===== config.mk =====
export PLATFORM = sky130hd
export DESIGN_NAME = trig_event_monitor
export DESIGN_NICKNAME = d
export VERILOG_FILES = /design/src/rtl/trig_cap_pkg.sv /design/src/rtl/trig_sync_edge.sv /design/src/rtl/trig_time_base.sv /design/src/rtl/trig_event_regs.sv /design/src/rtl/trig_event_monitor.sv
export SDC_FILE = /design/constraint.sdc
export NUM_CORES = 1
export LEC_CHECK = 0
export BUFFER_PORTS_ARGS = -buffer_cell sky130_fd_sc_hd__buf_4
export CAP_MARGIN = 0
export CORE_MARGIN = 5
export CORE_UTILIZATION = 56
export DETAILED_ROUTE_END_ITERATION = 10
export HOLD_SLACK_MARGIN = 0.15
export PLACE_DENSITY = 0.86
export SYNTH_ARGS = -nofsm -noshare
export SYNTH_HDL_FRONTEND = slang
export SYNTH_HIERARCHICAL = 1
export SYNTH_SLANG_ARGS = --single-unit
export TNS_END_PERCENT = 100

===== constraint.sdc =====
create_clock -name clk -period 2.8 [get_ports clk]
set_input_delay 0.28 -clock clk [delete_from_list [all_inputs] [get_ports clk]]
set_output_delay 0.28 -clock clk [all_outputs]
set_load 0.005 [all_outputs]

===== src/rtl/trig_cap_pkg.sv =====
package trig_cap_pkg;

  localparam int NUM_TRIG = 2;
  localparam int STAT_W   = 8;
  localparam int PEND_LSB = 1;
  localparam int LVL_LSB  = 5;

  typedef enum logic [1:0] {
    ADDR_STATUS = 2'd0,
    ADDR_STAMP  = 2'd1,
    ADDR_NOW    = 2'd2,
    ADDR_RSVD   = 2'd3
  } reg_addr_e;

  // Sticky flags: a new edge wins over the acknowledge.
  function automatic logic [NUM_TRIG-1:0] pend_next(
    input logic [NUM_TRIG-1:0] pend,
    input logic [NUM_TRIG-1:0] edges,
    input logic                clr
  );
    return edges | (pend & ~{NUM_TRIG{clr}});
  endfunction

  // Stamp loads on the first event of an unacknowledged group.
  function automatic logic stamp_load(
    input logic [NUM_TRIG-1:0] pend,
    input logic [NUM_TRIG-1:0] edges,
    input logic                clr
  );
    return (|edges) && ((pend == '0) || clr);
  endfunction

  function automatic logic [STAT_W-1:0] pack_status(
    input logic [NUM_TRIG-1:0] pend,
    input logic [NUM_TRIG-1:0] lvl
  );
    logic [STAT_W-1:0] w;
    w = '0;
    w[PEND_LSB +: NUM_TRIG] = pend;
    w[LVL_LSB  +: NUM_TRIG] = lvl;
    return w;
  endfunction

endpackage


===== src/rtl/trig_sync_edge.sv =====
module trig_sync_edge #(
  parameter int STAGES = 2
) (
  input  logic clk,
  input  logic rst_n,
  input  logic async_in,
  output logic level_o,
  output logic edge_o
);
  logic [STAGES-1:0] chain_q;
  logic              prev_q;

  always_ff @(posedge clk) begin
    if (!rst_n) begin
      chain_q <= '0;
      prev_q  <= 1'b0;
    end else begin
      chain_q <= {chain_q[STAGES-2:0], async_in};
      prev_q  <= chain_q[STAGES-1];
    end
  end

  assign level_o = chain_q[STAGES-1];
  assign edge_o  = level_o ^ prev_q;
endmodule


===== src/rtl/trig_time_base.sv =====
module trig_time_base #(
  parameter int W = 32
) (
  input  logic         clk,
  input  logic         rst_n,
  output logic [W-1:0] now_o
);
  logic [W-1:0] cnt_q;

  always_ff @(posedge clk) begin
    if (!rst_n) cnt_q <= '0;
    else        cnt_q <= cnt_q + 1'b1;
  end

  assign now_o = cnt_q;

  a_r2_count_step: assert property (@(posedge clk) disable iff (!rst_n)
    1'b1 |=> cnt_q == $past(cnt_q) + 1'b1);
endmodule


===== src/rtl/trig_event_regs.sv =====
module trig_event_regs
  import trig_cap_pkg::*;
#(
  parameter int TS_W = 32
) (
  input  logic                clk,
  input  logic                rst_n,
  input  logic [NUM_TRIG-1:0] edges_i,
  input  logic                clr_i,
  input  logic [TS_W-1:0]     now_i,
  output logic [NUM_TRIG-1:0] pend_o,
  output logic [TS_W-1:0]     stamp_o
);
  logic [NUM_TRIG-1:0] pend_q;
  logic [TS_W-1:0]     stamp_q;
  logic                load_w;

  assign load_w = stamp_load(pend_q, edges_i, clr_i);

  always_ff @(posedge clk) begin
    if (!rst_n) begin
      pend_q  <= '0;
      stamp_q <= '0;
    end else begin
      pend_q <= pend_next(pend_q, edges_i, clr_i);
      if (load_w) stamp_q <= now_i;
    end
  end

  assign pend_o  = pend_q;
  assign stamp_o = stamp_q;

  for (genvar i = 0; i < NUM_TRIG; i++) begin : g_chk
    a_r4_edge_sets: assert property (@(posedge clk) disable iff (!rst_n)
      edges_i[i] |=> pend_q[i]);
    a_r6_edge_wins: assert property (@(posedge clk) disable iff (!rst_n)
      (edges_i[i] && clr_i) |=> pend_q[i]);
    a_r5_ack_clears: assert property (@(posedge clk) disable iff (!rst_n)
      (clr_i && !edges_i[i]) |=> !pend_q[i]);
  end

  a_r7_stamp_hold: assert property (@(posedge clk) disable iff (!rst_n)
    ((|pend_q) && !clr_i) |=> $stable(stamp_q));
  a_r7_stamp_first: assert property (@(posedge clk) disable iff (!rst_n)
    ((|edges_i) && (pend_q == '0)) |=> stamp_q == $past(now_i));
endmodule


===== src/rtl/trig_event_monitor.sv =====
module trig_event_monitor
  import trig_cap_pkg::*;
#(
  parameter int TS_W        = 32,
  parameter int SYNC_STAGES = 2
) (
  input  logic                clk,
  input  logic                rst_n,
  input  logic [NUM_TRIG-1:0] trig_in,
  input  logic                rd_en,
  input  logic [1:0]          rd_addr,
  output logic [TS_W-1:0]     rd_data,
  output logic [TS_W-1:0]     time_now
);
  localparam int PAD_W = TS_W - STAT_W;

  logic [NUM_TRIG-1:0] lvl_w;
  logic [NUM_TRIG-1:0] edge_w;
  logic [NUM_TRIG-1:0] pend_w;
  logic [TS_W-1:0]     stamp_w;
  logic [STAT_W-1:0]   status_w;
  logic                ack_w;
  logic [TS_W-1:0]     sel_w;
  logic [TS_W-1:0]     rd_q;

  for (genvar i = 0; i < NUM_TRIG; i++) begin : g_sync
    trig_sync_edge #(.STAGES(SYNC_STAGES)) u_sync (
      .clk     (clk),
      .rst_n   (rst_n),
      .async_in(trig_in[i]),
      .level_o (lvl_w[i]),
      .edge_o  (edge_w[i])
    );
  end

  trig_time_base #(.W(TS_W)) u_time (
    .clk  (clk),
    .rst_n(rst_n),
    .now_o(time_now)
  );

  assign ack_w = rd_en && (reg_addr_e'(rd_addr) == ADDR_STATUS);

  trig_event_regs #(.TS_W(TS_W)) u_regs (
    .clk    (clk),
    .rst_n  (rst_n),
    .edges_i(edge_w),
    .clr_i  (ack_w),
    .now_i  (time_now),
    .pend_o (pend_w),
    .stamp_o(stamp_w)
  );

  assign status_w = pack_status(pend_w, lvl_w);

  always_comb begin
    unique case (reg_addr_e'(rd_addr))
      ADDR_STATUS: sel_w = {{PAD_W{1'b0}}, status_w};
      ADDR_STAMP:  sel_w = stamp_w;
      ADDR_NOW:    sel_w = time_now;
      default:     sel_w = '0;
    endcase
  end

  always_ff @(posedge clk) begin
    if (!rst_n)     rd_q <= '0;
    else if (rd_en) rd_q <= sel_w;
  end

  assign rd_data = rd_q;

  a_r9_hold_idle: assert property (@(posedge clk) disable iff (!rst_n)
    !rd_en |=> $stable(rd_data));
  a_r8_rsvd_zero: assert property (@(posedge clk) disable iff (!rst_n)
    (rd_en && rd_addr == 2'd3) |=> rd_data == '0);
  a_r8_no_side_clear: assert property (@(posedge clk) disable iff (!rst_n)
    (rd_en && rd_addr != 2'd0 && edge_w == '0) |=> pend_w == $past(pend_w));
endmodule


==> results.toml <==
[status]
outcome = "completed"

[die]
ioPinCount = 71
die_y_um = 99.1
die_area_um2 = 9820
die_w_um = 99.1
core_um2 = 7730
num_rows = 32
start_util = 0.575

[routing]
routedLengthMet1_um = 4600
wl_per_cell_um = 16.2
dr_wl_met2_um = 5170
vias = 3692
antenna_left = 0
routed_via_density = 5.73
dr.pass1.iters = 5
drcViolationCount = 0
drt_iter0_markers = 224
highest_layer = "met4"
totalWireLength_um = 10400
wl_met3_um = 446

[grt]
grt_max_degree = 70
grt_overflow = 0
grt_first_pass_wirelength_um = 17300
grt_pass1_vias = 3568
grt_usage = 0.215
antenna_found_initial = 0

[worst_setup_path]
startpoint_type = "flip-flop"
crit_arrival_ns = 2.67
cp_max_fo = 19
critPathRequiredTime_ns = 3.08
endpoint_kind = "flip-flop"
critPathKind = "reg -> reg"

[logic_synthesis]
synth_top_cell_area_share = 0.468
async_flop_share = 0
synth_ff_type = "dfxtp_1"
synthTopCellsByCount = "104 x dfxtp_1, 82 x nand2_1, 45 x a21oi_1, 39 x mux2i_1, 38 x o21ai_0"
synth_edf_count = 0
synth_area_leaders = "dfxtp_1 47%, mux2i_1 8.8%, nand2_1 6.9%, a21oi_1 5.1%, o21ai_0 4.3%"
synth_cell_types = 42
ys_seq_elements = 104
yosysTopAreaCell = "dfxtp_1"
syn_area_per_cell_um2 = 9.15
syn_nets = 494
syn-instance-count = 486
ys_warn_count = 6
syn_area_um2 = 4450
synth-seq-area-share = 0.468
yosys.cell_count.top_type = "dfxtp_1"

[pwr]
power_density_nw_per_um2 = 549
intPower_mw = 2.19
ir_drop_v = 0.000321
p_clk_frac = 0.377
p_sw_mw = 0.640
seq_power_share = 0.543
switching_share = 0.226
comb_power_share = 0.081
p_total_mw = 2.83
leakage_nw = 1.83

[sta]
setup_violations = 0
rsz0062_at_grt = "no"
clock_skew_ns = 0.00753
slew_headroom = 0.510
tns_ns = 0
fmax_mhz = 418
min_period_over_period = 0.855
fin_crit_ns = 2.39
hold_viol_final = 0
tightestPinTransition_ns = 0.730
finalWorstSetupSlack_ns = 0.406
maxSlewViolCount = 0

[cts]
clk_latency_ns = 0.37
clock_tree.root_cell = "clkbuf_8"
numCtsBuffers = 9
clk_pin_slew_ns = 0.09
cts_tree = "done"
clockBufferDepth = 2
htreeDepth = 3
cts_sinks = 104
cts_setup_buffers = 0

[finish]
nets = 545
n_antenna_cell = 0
drive_above_1_share = 0.196
syn_to_final_growth_pct = 15.9
final_util = 0.667

[place]
place_congestion = 0.854
dp_slack_ns = 0.509
dpl.hpwl_um = 6860
io_buffers = 70

[hold_path]
hp-class = "in -> reg"

[run]
cap_viol_max_count = 0
-- area by class of cell --
cell class | instances | area, um^2
Fill cell | 613 | 2570
Multi-Input combinational cell | 339 | 2090
Sequential cell | 104 | 2080
Timing Repair Buffer | 78 | 603
Clock buffer | 14 | 173
Tap cell | 102 | 128
Clock inverter | 2 | 60.1
Inverter | 5 | 18.8
-- power groups by stage --
stage | sequential, mW | combinational [mW] | clock, mW
6_report | 1.53 | 0.228 | 1.07
5_1_grt | 1.54 | 0.248 | 1.15
4_1_cts | 1.54 | 0.229 | 1.08
3_5_place_dp | 1.57 | 0.226 | 0
3_3_place_gp | 1.57 | 0.220 | 0
2_1_floorplan | 1.57 | 0.167 | 0
-- layer usage --
metal  vias to the layer above  track usage
met1                      1756        0.274
met2                        88        0.356
met5                         -            0
met4                         0       0.0914
met3                        18       0.0421
li1                       1830            -
-- logic make-up (layout without fill, tap and decap cells) --
kind of cell               Yosys count  in the layout  synth area share
adders and majority gates            1              1           0.00281
AOI/OAI and AO/OA                  131            131             0.180
DFF                                104            104             0.468
buffers and inverters               43             99            0.0625
muxes                               39             39            0.0878
xor gates and xnor gates            11             11            0.0217
and+or+nand+nor                    157            157             0.178
-- worst max-delay path, cell delays in order (launching register included) --
cell and delay (ns):
dfxtp_1 0.53, nand4_1 0.24, or4_1 0.77, or4_1 0.60
a21oi_1 0.17
-- cells in the final DEF (no fill, tap or decap), types with 2 or more instances in the layout --
master,n
buf_4,75
o21ai_0,38
or2_2,4
a21oi_1,45
nand2_1,82
mux2i_1,39
nand2b_1,3
dfxtp_1,104
nor2b_1,2
dlygate4sd3_1,2
or4_1,13
and2_2,2
nand4_1,6
clkbuf_8,12
xor2_1,6
a31oi_1,4
inv_1,4
nand3_1,8
nor3_1,2
o21a_1,3
nor3b_1,2
nor2_1,11
and2_1,5
nor4_2,2
o31ai_1,11
bufinv_16,2
xnor2_1,5
or3_1,6
a22oi_1,23
clkbuf_1,2
and4_1,3
a22oi_2,5
-- metrics by stage --
| stage | cells | instance area (um^2) | hold WS (ns) |
|---|---|---|---|
| 2_1_floorplan | 486 | 4450 | 0.402 |
| 3_3_place_gp | 626 | 4900 | 0.415 |
| 3_5_place_dp | 626 | 4900 | 0.420 |
| 4_1_cts | 644 | 5150 | 0.239 |
| 5_1_grt | 644 | 5150 | 0.254 |
| 6_report | 644 | 5150 | 0.249 |
-- final timing paths --
kind / cells after the start / startpoint / end / slack [ns]
min: 3 / rd_addr[0] / rd_data[5] / 0.25
max: 4 / u_time/now_o[6] / u_time/now_o[25] / 0.41
max reg2reg: 4 / u_time/now_o[6] / u_time/now_o[25] / 0.41
min reg2reg: 1 / g_sync[0].u_sync/chain_q[0] / g_sync[0].u_sync/chain_q[1] / 0.44
-- what timing repair did --
| action | 4_1_cts | 5_1_grt |
|---|---|---|
| hold buffers | 2 | 0 |
| resized for setup | 0 | 0 |
| hold endpoints to repair | 2 | 0 |
-- sequential cells by signal, summed over array words and instances, names as in the netlist --
name / count
g_sync.u_sync/chain_q: 4
g_sync.u_sync/prev_q: 2
rd_data: 32
u_regs/pend_o: 2
u_regs/stamp_o: 32
u_time/now_o: 32
No activity file was read; power rests on OpenSTA's default activity.
